**src/rtl/sadc_pkg.sv**
```systemverilog
package sadc_pkg;

  localparam int FRAME_BITS = 16;
  localparam int CFG_BITS   = 7;

  // Field order is the shift order, MSB leaves first.
  typedef struct packed {
    logic       single;
    logic       odd;
    logic [1:0] sel;
    logic       com;
    logic       uni;
    logic       sleep;
  } sadc_cfg_t;

  typedef enum logic [1:0] {
    ST_IDLE,
    ST_CONV,
    ST_XFER,
    ST_WAKE
  } sadc_state_t;

endpackage

```
**src/rtl/sadc_seq.sv**
```systemverilog
module sadc_seq
  import sadc_pkg::*;
#(
  parameter int CONV_CYC  = 350,
  parameter int EARLY_CYC = 2,
  parameter int WAKE_CYC  = 6000000
) (
  input  logic      clk,
  input  logic      rst,
  input  logic      start_i,
  input  sadc_cfg_t cfg_i,
  input  logic      awake_i,
  input  logic      xfer_done_i,
  output logic      cs_o,
  output logic      go_o,
  output sadc_cfg_t cfg_o,
  output logic      busy_o
);

  localparam int MAXC = (CONV_CYC > WAKE_CYC) ? CONV_CYC : WAKE_CYC;
  localparam int CW   = $clog2(MAXC + 1);

  sadc_state_t    state_q;
  logic [CW-1:0]  cnt_q;
  logic           cs_q, go_q, asleep_q, awake_q;
  sadc_cfg_t      cfg_q;

  always_ff @(posedge clk) begin
    if (rst) begin
      state_q  <= ST_IDLE;
      cnt_q    <= '0;
      cs_q     <= 1'b0;
      go_q     <= 1'b0;
      asleep_q <= 1'b0;
      awake_q  <= 1'b0;
      cfg_q    <= '0;
    end else begin
      go_q <= 1'b0;
      case (state_q)
        ST_IDLE: begin
          if (start_i) begin
            cs_q    <= 1'b1;
            cnt_q   <= '0;
            cfg_q   <= cfg_i;
            awake_q <= awake_i;
            state_q <= ST_CONV;
          end
        end
        ST_CONV: begin
          cnt_q <= cnt_q + 1'b1;
          if (awake_q && cnt_q == CW'(EARLY_CYC - 1)) cs_q <= 1'b0;
          if (cnt_q == CW'(CONV_CYC - 1)) begin
            cs_q    <= 1'b0;
            go_q    <= 1'b1;
            state_q <= ST_XFER;
          end
        end
        ST_XFER: begin
          if (xfer_done_i) begin
            cnt_q <= '0;
            if (cfg_q.sleep) begin
              asleep_q <= 1'b1;
              state_q  <= ST_IDLE;
            end else if (asleep_q) begin
              asleep_q <= 1'b0;
              state_q  <= ST_WAKE;
            end else begin
              state_q <= ST_IDLE;
            end
          end
        end
        default: begin
          cnt_q <= cnt_q + 1'b1;
          if (cnt_q == CW'(WAKE_CYC - 1)) state_q <= ST_IDLE;
        end
      endcase
    end
  end

  assign cs_o   = cs_q;
  assign go_o   = go_q;
  assign cfg_o  = cfg_q;
  assign busy_o = (state_q != ST_IDLE);

  AST_CS_RISE_ACCEPTED: assert property (@(posedge clk) disable iff (rst)
    $rose(cs_q) |-> $past(state_q == ST_IDLE && start_i));

  AST_NAP_HOLDS_CS: assert property (@(posedge clk) disable iff (rst)
    (state_q == ST_CONV && !awake_q) |-> cs_q);

  AST_WAKE_AFTER_DONE: assert property (@(posedge clk) disable iff (rst)
    (state_q == ST_WAKE && $past(state_q) != ST_WAKE) |-> $past(xfer_done_i));

endmodule

```
**src/rtl/sadc_shift.sv**
```systemverilog
module sadc_shift
  import sadc_pkg::*;
#(
  parameter int SCK_DIV = 2
) (
  input  logic                  clk,
  input  logic                  rst,
  input  logic                  go_i,
  input  sadc_cfg_t             cfg_i,
  input  logic                  sdo_i,
  output logic                  sclk_o,
  output logic                  sdi_o,
  output logic                  done_o,
  output logic [FRAME_BITS-1:0] frame_o
);

  localparam int HW = (SCK_DIV > 1) ? $clog2(SCK_DIV) : 1;
  localparam int BW = $clog2(FRAME_BITS);

  logic                  active_q, hi_q, sclk_q, sdi_q, done_q;
  logic [HW-1:0]         half_q;
  logic [BW-1:0]         bit_q;
  logic [FRAME_BITS-1:0] tx_q, rx_q, frame_q;

  always_ff @(posedge clk) begin
    if (rst) begin
      active_q <= 1'b0;
      hi_q     <= 1'b0;
      sclk_q   <= 1'b0;
      sdi_q    <= 1'b0;
      done_q   <= 1'b0;
      half_q   <= '0;
      bit_q    <= '0;
      tx_q     <= '0;
      rx_q     <= '0;
      frame_q  <= '0;
    end else begin
      done_q <= 1'b0;
      if (!active_q) begin
        if (go_i) begin
          active_q <= 1'b1;
          hi_q     <= 1'b0;
          sclk_q   <= 1'b0;
          half_q   <= '0;
          bit_q    <= '0;
          tx_q     <= {cfg_i, {(FRAME_BITS-CFG_BITS){1'b0}}};
          sdi_q    <= cfg_i[CFG_BITS-1];
        end
      end else if (half_q == HW'(SCK_DIV - 1)) begin
        half_q <= '0;
        if (!hi_q) begin
          hi_q   <= 1'b1;
          sclk_q <= 1'b1;
          rx_q   <= {rx_q[FRAME_BITS-2:0], sdo_i};
        end else begin
          hi_q   <= 1'b0;
          sclk_q <= 1'b0;
          if (bit_q == BW'(FRAME_BITS - 1)) begin
            active_q <= 1'b0;
            done_q   <= 1'b1;
            frame_q  <= rx_q;
            sdi_q    <= 1'b0;
          end else begin
            bit_q <= bit_q + 1'b1;
            tx_q  <= {tx_q[FRAME_BITS-2:0], 1'b0};
            sdi_q <= tx_q[FRAME_BITS-2];
          end
        end
      end else begin
        half_q <= half_q + 1'b1;
      end
    end
  end

  assign sclk_o  = sclk_q;
  assign sdi_o   = sdi_q;
  assign done_o  = done_q;
  assign frame_o = frame_q;

  AST_SDI_HELD_HIGH: assert property (@(posedge clk) disable iff (rst)
    (sclk_q && $past(sclk_q)) |-> $stable(sdi_q));

  AST_DONE_ONE_CYCLE: assert property (@(posedge clk) disable iff (rst)
    done_q |=> !done_q);

endmodule

```
**src/rtl/sadc_ctrl.sv**
```systemverilog
module sadc_ctrl
  import sadc_pkg::*;
#(
  parameter int CONV_CYC  = 350,
  parameter int EARLY_CYC = 2,
  parameter int WAKE_CYC  = 6000000,
  parameter int SCK_DIV   = 2,
  parameter int RES_BITS  = 16
) (
  input  logic                clk,
  input  logic                rst,
  input  logic                start_i,
  input  logic                cfg_single_i,
  input  logic                cfg_odd_i,
  input  logic [1:0]          cfg_sel_i,
  input  logic                cfg_com_i,
  input  logic                cfg_uni_i,
  input  logic                cfg_sleep_i,
  input  logic                stay_awake_i,
  output logic                busy_o,
  output logic [RES_BITS-1:0] result_o,
  output logic                valid_o,
  output logic                adc_cs_o,
  output logic                adc_sclk_o,
  output logic                adc_sdi_o,
  input  logic                adc_sdo_i
);

  sadc_cfg_t             cfg_in, cfg_run;
  logic                  go, done;
  logic [FRAME_BITS-1:0] frame;

  assign cfg_in = '{single: cfg_single_i, odd: cfg_odd_i, sel: cfg_sel_i,
                    com: cfg_com_i, uni: cfg_uni_i, sleep: cfg_sleep_i};

  sadc_seq #(
    .CONV_CYC (CONV_CYC),
    .EARLY_CYC(EARLY_CYC),
    .WAKE_CYC (WAKE_CYC)
  ) u_seq (
    .clk        (clk),
    .rst        (rst),
    .start_i    (start_i),
    .cfg_i      (cfg_in),
    .awake_i    (stay_awake_i),
    .xfer_done_i(done),
    .cs_o       (adc_cs_o),
    .go_o       (go),
    .cfg_o      (cfg_run),
    .busy_o     (busy_o)
  );

  sadc_shift #(
    .SCK_DIV(SCK_DIV)
  ) u_shift (
    .clk    (clk),
    .rst    (rst),
    .go_i   (go),
    .cfg_i  (cfg_run),
    .sdo_i  (adc_sdo_i),
    .sclk_o (adc_sclk_o),
    .sdi_o  (adc_sdi_o),
    .done_o (done),
    .frame_o(frame)
  );

  assign valid_o  = done;
  assign result_o = frame[FRAME_BITS-1 -: RES_BITS];

  AST_SCLK_CS_EXCLUSIVE: assert property (@(posedge clk) disable iff (rst)
    adc_sclk_o |-> !adc_cs_o);

  AST_VALID_WHILE_BUSY: assert property (@(posedge clk) disable iff (rst)
    valid_o |-> busy_o);

endmodule

```
**config.mk**
```make
export PLATFORM = sky130hd
export DESIGN_NAME = sadc_ctrl
export DESIGN_NICKNAME = d
export VERILOG_FILES = /design/src/rtl/sadc_pkg.sv /design/src/rtl/sadc_seq.sv /design/src/rtl/sadc_shift.sv /design/src/rtl/sadc_ctrl.sv
export SDC_FILE = /design/constraint.sdc
export NUM_CORES = 1
export LEC_CHECK = 0
export BUFFER_PORTS_ARGS = -buffer_cell sky130_fd_sc_hd__buf_4
export CORE_ASPECT_RATIO = 1.4
export CORE_MARGIN = 3
export CORE_UTILIZATION = 55
export DETAILED_ROUTE_END_ITERATION = 12
export GPL_TIMING_DRIVEN = 0
export HOLD_SLACK_MARGIN = 0.12
export MAX_ROUTING_LAYER = met4
export PLACE_DENSITY = 0.8
export RECOVER_POWER = 50
export SYNTH_ARGS = -nofsm -noshare
export SYNTH_HDL_FRONTEND = slang
export SYNTH_SLANG_ARGS = --single-unit
```
**constraint.sdc**
```tcl
create_clock -name clk -period 4.8 [get_ports clk]
set_input_delay 0.24 -clock clk [delete_from_list [all_inputs] [get_ports clk]]
set_output_delay 0.24 -clock clk [all_outputs]
set_load 0.005 [all_outputs]
```
## Word-level counts from Yosys, hierarchy flattened

Index checks and enable logic that the tools add are counted.

| cells by class | value |
|---|---|
| $add $sub $neg | 3 |
| eq/ne operators | 13 |
| multiplexer cells | 43 |
| bitwise gates (word level) | 4 |
| reduce and logical (&&, ||, !) cells | 18 |

Operators by type and width:

| cell | count |
|---|---|
| $mux W15 | 5 |
| $mux W23 | 2 |
| $pmux W23 S2 | 1 |
| $add A23 B1 Y23 const B | 1 |
| $eq A23 B1 Y1 const B | 1 |
| $eq A23 B23 Y1 const B | 1 |
| $eq A23 B9 Y1 const B | 1 |
| $mux W1 | 22 |
| $mux W4 | 5 |
| $mux W2 | 6 |
| $reduce_and A4 Y1 | 3 |
| $reduce_and A3 Y1 | 3 |
| $ne A2 B2 Y1 const B | 4 |
| $reduce_and A2 Y1 | 4 |
| $pmux W2 S3 | 1 |
| $reduce_bool A2 Y1 | 3 |
| $add A4 B1 Y4 const B | 1 |
| $eq A4 B4 Y1 const B | 1 |
| $ne A2 B1 Y1 const B | 2 |
| $not A1 Y1 | 4 |
| $reduce_bool A4 Y1 | 1 |
| $reduce_or A4 Y1 | 1 |
| $ne A3 B1 Y1 const B | 1 |
| $eq A2 B1 Y1 const B | 1 |
| 6 further kinds | 6 |

| word-level totals | value |
|---|---|
| bits in registers | 92 |
| input port bits | 12 |
| output and inout bits | 21 |
| word-level logic and storage cells | 102 |

## Depth between registers and ports, before layout

| depth | value |
|---|---|
| word-level depth | 5 |
| mapped depth | 7 |
| mapped depth without buffers | 6 |

## Modules after synthesis

From an unflattened synthesis, not the netlist that was laid out.

| second synthesis, totals | value |
|---|---|
| cells, all modules | 433 |
| area, all modules | 3721.1 µm² |

Modules (own cells, without submodules):

| module | times used | cells an instance | area an instance (µm²) | seq. area each (µm²) |
|---|---|---|---|---|
| sadc_shift | 1 | 225 | 1969.4 | 940.9 |
| sadc_seq | 1 | 208 | 1751.7 | 720.7 |

## Worst setup path before layout

Ideal clock, no wire load.

| path | value |
|---|---|
| kind | register -> register |
| start | register u_shift.bit_q[0] |
| end | register u_shift.bit_q[2] |
| library setup time | 0.070 ns |
| arrival time | 1.578 ns |
| data required time | 4.730 ns |
| setup slack | 3.152 ns |
| cell stages (with the launch flop) | 7 |
| path buffers | 1 |
| clock period less this slack | 1.648 ns |
| cells stage by stage | dfxtp_1 > ha_1 > and3_1 > a22oi_1 > clkbuf_1 > nand4b_1 > a21oi_1 |

| on the way | value |
|---|---|
| longest elaborated chain between the ends | 5 |
| elaborated cells on any way between the ends | 8 |
| those cells by class | 1 x add/sub; 2 x eq/ne; 4 x mux; 1 x reduce/logical |

RTL lines:

| item | RTL line | text |
|---|---|---|
| from (decl) | sadc_shift.sv:22 | `logic [BW-1:0] bit_q;` |
| from (signal assigned) | sadc_shift.sv:64 | `bit_q <= bit_q + 1'b1;` |
| $add A4 B1 Y4 | sadc_shift.sv:64 |  |
| $mux W4 | sadc_shift.sv:58 | `if (bit_q == BW'(FRAME_BITS - 1)) begin` |
| $mux W4 | sadc_shift.sv:51 | `if (!hi_q) begin` |
| $mux W4 | sadc_shift.sv:49 | `end else if (half_q == HW'(SCK_DIV - 1)) begin` |
| $mux W4 | sadc_shift.sv:39 | `if (!active_q) begin` |

Parallel ways exist; a longest one is shown, timed or not. The select of a mux whose other input is x is not followed.
A chain may end at the register's enable or synchronous reset.

## Final worst setup path

| path | value |
|---|---|
| start | register u_seq.state_q[1] |
| end | register u_seq.cnt_q[20] |

| on the way | value |
|---|---|
| longest elaborated chain between the ends | 3 |
| elaborated cells on any way between the ends | 6 |
| those cells by class | 3 x eq/ne; 1 x mux; 2 x reduce/logical |

RTL lines:

| item | RTL line | text |
|---|---|---|
| from (decl) | sadc_seq.sv:23 | `sadc_state_t state_q;` |
| from (signal assigned) | sadc_seq.sv:30 | `state_q <= ST_IDLE;` |
| from (signal assigned) | sadc_seq.sv:46 | `state_q <= ST_CONV;` |
| from (signal assigned) | sadc_seq.sv:55 | `state_q <= ST_XFER;` |
| $eq A2 B2 Y1 or $logic_not A2 Y1 (tied branches) | sadc_seq.sv:39 | `case (state_q)` |
| $ne A2 B1 Y1 (no source line) or $ne A2 B2 Y1 (tied branches) | - |  |
| $reduce_and A2 Y1 (no source line) | - |  |
| to (signal assigned) | sadc_seq.sv:50 | `cnt_q <= cnt_q + 1'b1;` |
| to (signal assigned) | sadc_seq.sv:73 | `cnt_q <= cnt_q + 1'b1;` |
| to (decl) | sadc_seq.sv:24 | `logic [CW-1:0] cnt_q;` |

Parallel ways exist; a longest one is shown, timed or not.

==> flow_summary_export.csv <==
group,metric,value,unit
detailed_routing,antenna_violating_nets_post_route,0,
die,chipWidth,73.79,um
final_layout,post_route_cells_drive_above_1_share,11.60,%
clock_network,ctsRootBufferMaster,"sky130_fd_sc_hd__clkbuf_8",
status,outcome,"completed",
timing,aggregate_negative_setup_slack,0,ns
clock_network,cts_bufs_inserted,9,
min_path,worstHoldPathType,"input port to flip-flop",
clock_network,cts_tree,"built",
critical_path,cp_max_fo,10,
die,core_area,0.006028,mm2
detailed_routing,num_vias,3222,
grt,grt_start_max_net_pins,14,
placed_design,io_buffer_count,31,
critical_path,path_class,"flip-flop to flip-flop",
clock_network,insertion_delay,0.36,ns
timing,rsz_0062_raised_after_global_routing,"no",
flow_run,drv_cap,0,
grt,grt.total_usage,24.24,%
final_layout,nets,485,
yosys,ys.warnings.count,0,
clock_network,cts-root-to-sink-buffers,2,
die,die-height,100.9,um
detailed_routing,routedWlPerCell,15.14,um
grt,groute.layer.met3.usage,3.792,%
placed_design,place.gp.congestion,0.8836,
final_layout,final_common_cell,"sky130_fd_sc_hd__nand2_1",
critical_path,crit_path_start_kind,"flip-flop",
grt,met1_grt_util,26.45,%
critical_path,critical_path.max_stage_delay,0.56,ns
timing,final_max_slew_viol_count,0,
final_layout,mostFrequentLayoutCells,"sky130_fd_sc_hd__nand2_1, sky130_fd_sc_hd__dfxtp_1, sky130_fd_sc_hd__a21oi_1",
power,p_switching,290.5,uW
power,p_leak,0.001417,uW
timing,timing.final.crit_share,45.81,%
yosys,most_frequently_used_flop_master_after_synthesis,"sky130_fd_sc_hd__dfxtp_1",
critical_path,critical_path_required,5.09,ns
critical_path,path_cells,"mux2_1 > clkbuf_1 > o211ai_1 > or4_1 > a21oi_1",
grt,wire_length_of_the_first_global_routing_pass,13820,um
yosys,synth_cells,428,
timing,hold_viol,0,
placed_design,post_placement_setup_slack,2.861,ns
timing,setup-violations-final,0,
die,num_io_pins,33,
clock_network,cts_resized,0,
clock_network,worst_setup_hold_path_clk_slew,0.08,ns
power,p_comb_share,3.8,%
final_layout,antenna-diode-count,0,
yosys,synth.cell_area,0.003538,mm2
yosys,post_synthesis_sequential_element_count,83,
timing,finalWorstPathRequiredPeriod,2.199,ns
clock_network,post_cts.repair.setup_buffers,0,
power,worst_ir_drop_vdd,0.2388,mV
grt,grt_pass1_vias,3039,
yosys,synth.lib_cells_used.distinct,50,
critical_path,timing.critical_path.to_type,"flip-flop",
timing,relSlewSlack,61.57,%
detailed_routing,drt_pre_antenna_iters,5,
clock_network,cts_hold_bufs,0,
detailed_routing,postRouteWirelength,8234,um
clock_network,cts.sink_count,83,
grt,grt-ovfl-total,0,
timing,worst-slew-pin-transition,0.5764,ns
final_layout,flow.area_growth_from_synthesis,15.28,%
die,die_area,0.007446,mm2
grt,most_crowded_layer_gr,"met2",
grt,global_route.usage.met2,41.94,%
yosys,part_of_the_yosys_area_used_for_sequential_elements,46.96,%
yosys,post_synthesis_average_cell_area,8.267,um2
power,power_switching_share,21.34,%
placed_design,placement.cell_area,0.003859,mm2
critical_path,cpMaxStageDelayCell,"sky130_fd_sc_hd__or4_1",
detailed_routing,violation_count_after_the_first_detailed_route_iteration,295,
yosys,synth_fp_nets,443,
detailed_routing,drt_drc_violations_left,0,
detailed_routing,post_drt_via_cell_ratio,5.923,
timing,fin_skew,0.01007,ns
clock_network,level_count_of_the_clock_h_tree,3,
final_layout,finish.instance_area,0.004079,mm2
yosys,synth_edf_count,0,
die,num_rows,33,
die,start_util,58.70,%
power,clockPowerShare,44.8,%
placed_design,dp_hpwl,5733,um
timing,achievable-frequency,0.4548,GHz
timing,worst_hold_slack,0.1275,ns
yosys,synthArstFlopShare,0,%
grt,antenna_found_initial,0,
power,cell_internal_pwr,1071,uW
critical_path,cp.arrival,2.49,ns
timing,timing.final.ws_setup,2.601,ns
power,p_seq_share,51.4,%
power,powerDensity,333.8,mW/mm2
## worst max-delay path, delay by kind of cell, from the launching register on
| kind | cells | cell delay (ns) |
|---|---|---|
| mux | 1 | 0.25 |
| compound gates | 2 | 0.45 |
| flops | 1 | 0.46 |
| simple gates | 1 | 0.56 |
| buf+inv | 1 | 0.42 |
## registers in the layout, indices dropped and copies added, names as in the netlist, 2 cells and up
signal	count
u_seq.state_q	2
u_shift.frame_o	16
u_shift.tx_q	6
u_seq.cnt_q	23
u_seq.cfg_o	7
u_shift.rx_q	16
u_shift.bit_q	4
## layer usage
layer,vias to the layer above,wire [um],part of all wire [%]
li1,1597,-,-
met1,1506,3383,41
met2,100,4296,52
met3,19,351,4.3
met4,0,201,2.4
met5,-,0,0
## stage by stage
step                instances  total power [uW]  utilization, %
floorplan                 428             746.6               -
global placement          529             767.1           64.01
detailed placement        529             768.3           64.01
CTS                       544              1365           68.00
global route              544              1399           67.66
finish                    544              1361           67.66
## final timing paths
path | start | end | slack [ns] | cells past startpoint
setup / recovery | u_seq.state_q[1] | u_seq.cnt_q[20] | 2.60 | 5
hold / removal | cfg_single_i | u_seq.cfg_o[6] | 0.13 | 3
setup reg to reg | u_seq.state_q[1] | u_seq.cnt_q[20] | 2.60 | 5
hold reg to reg | u_shift.frame_o[6] | u_shift.frame_o[6] | 0.46 | 2
## area by class of cell
cell class / count / area, um2
sequential: 83 / 1662
tap: 70 / 87.58
timing repair buffer: 31 / 229.0
clock buffer: 11 / 141.4
clock inverter: 4 / 98.84
multi-input combinational: 314 / 1732
fill: 489 / 1949
inverter: 4 / 15.01
buffer: 27 / 113.9
## logic make-up after synthesis
logic type	Yosys count	share of synthesized area (%)
compound gates	103	17.65
xor+xnor	7	1.733
fa+ha+maj	3	1.061
buf+inv	31	3.854
flops	83	46.96
mux	8	2.404
simple gates	193	26.34
## synth_stat cells, drive strengths merged, types with 5 or more instances
cell / instances / share of area (%)
nand2: 98 / 10
xor2: 6 / 1.5
and2: 5 / 0.88
nand4: 5 / 1.3
a21oi: 59 / 8.3
clkbuf: 19 / 2.0
nand3: 12 / 1.7
or4: 13 / 2.8
o31ai: 10 / 2.1
a211oi: 7 / 1.5
o21ai: 7 / 1.2
o211ai: 6 / 1.4
and3: 5 / 0.88
nor2: 29 / 3.1
mux2i: 7 / 2.0
buf: 8 / 1.4
dfxtp: 83 / 47
## power groups by stage
| stage | clock (uW) | sequential (uW) | combinational [uW] |
|---|---|---|---|
| floorplan | 0 | 714 | 32.5 |
| global placement | 0 | 715 | 52.2 |
| detailed placement | 0 | 715 | 53.0 |
| CTS | 612 | 699 | 53.6 |
| global route | 641 | 700 | 57.7 |
| finish | 610 | 699 | 52.3 |
Power figures use the tool's default switching activity.
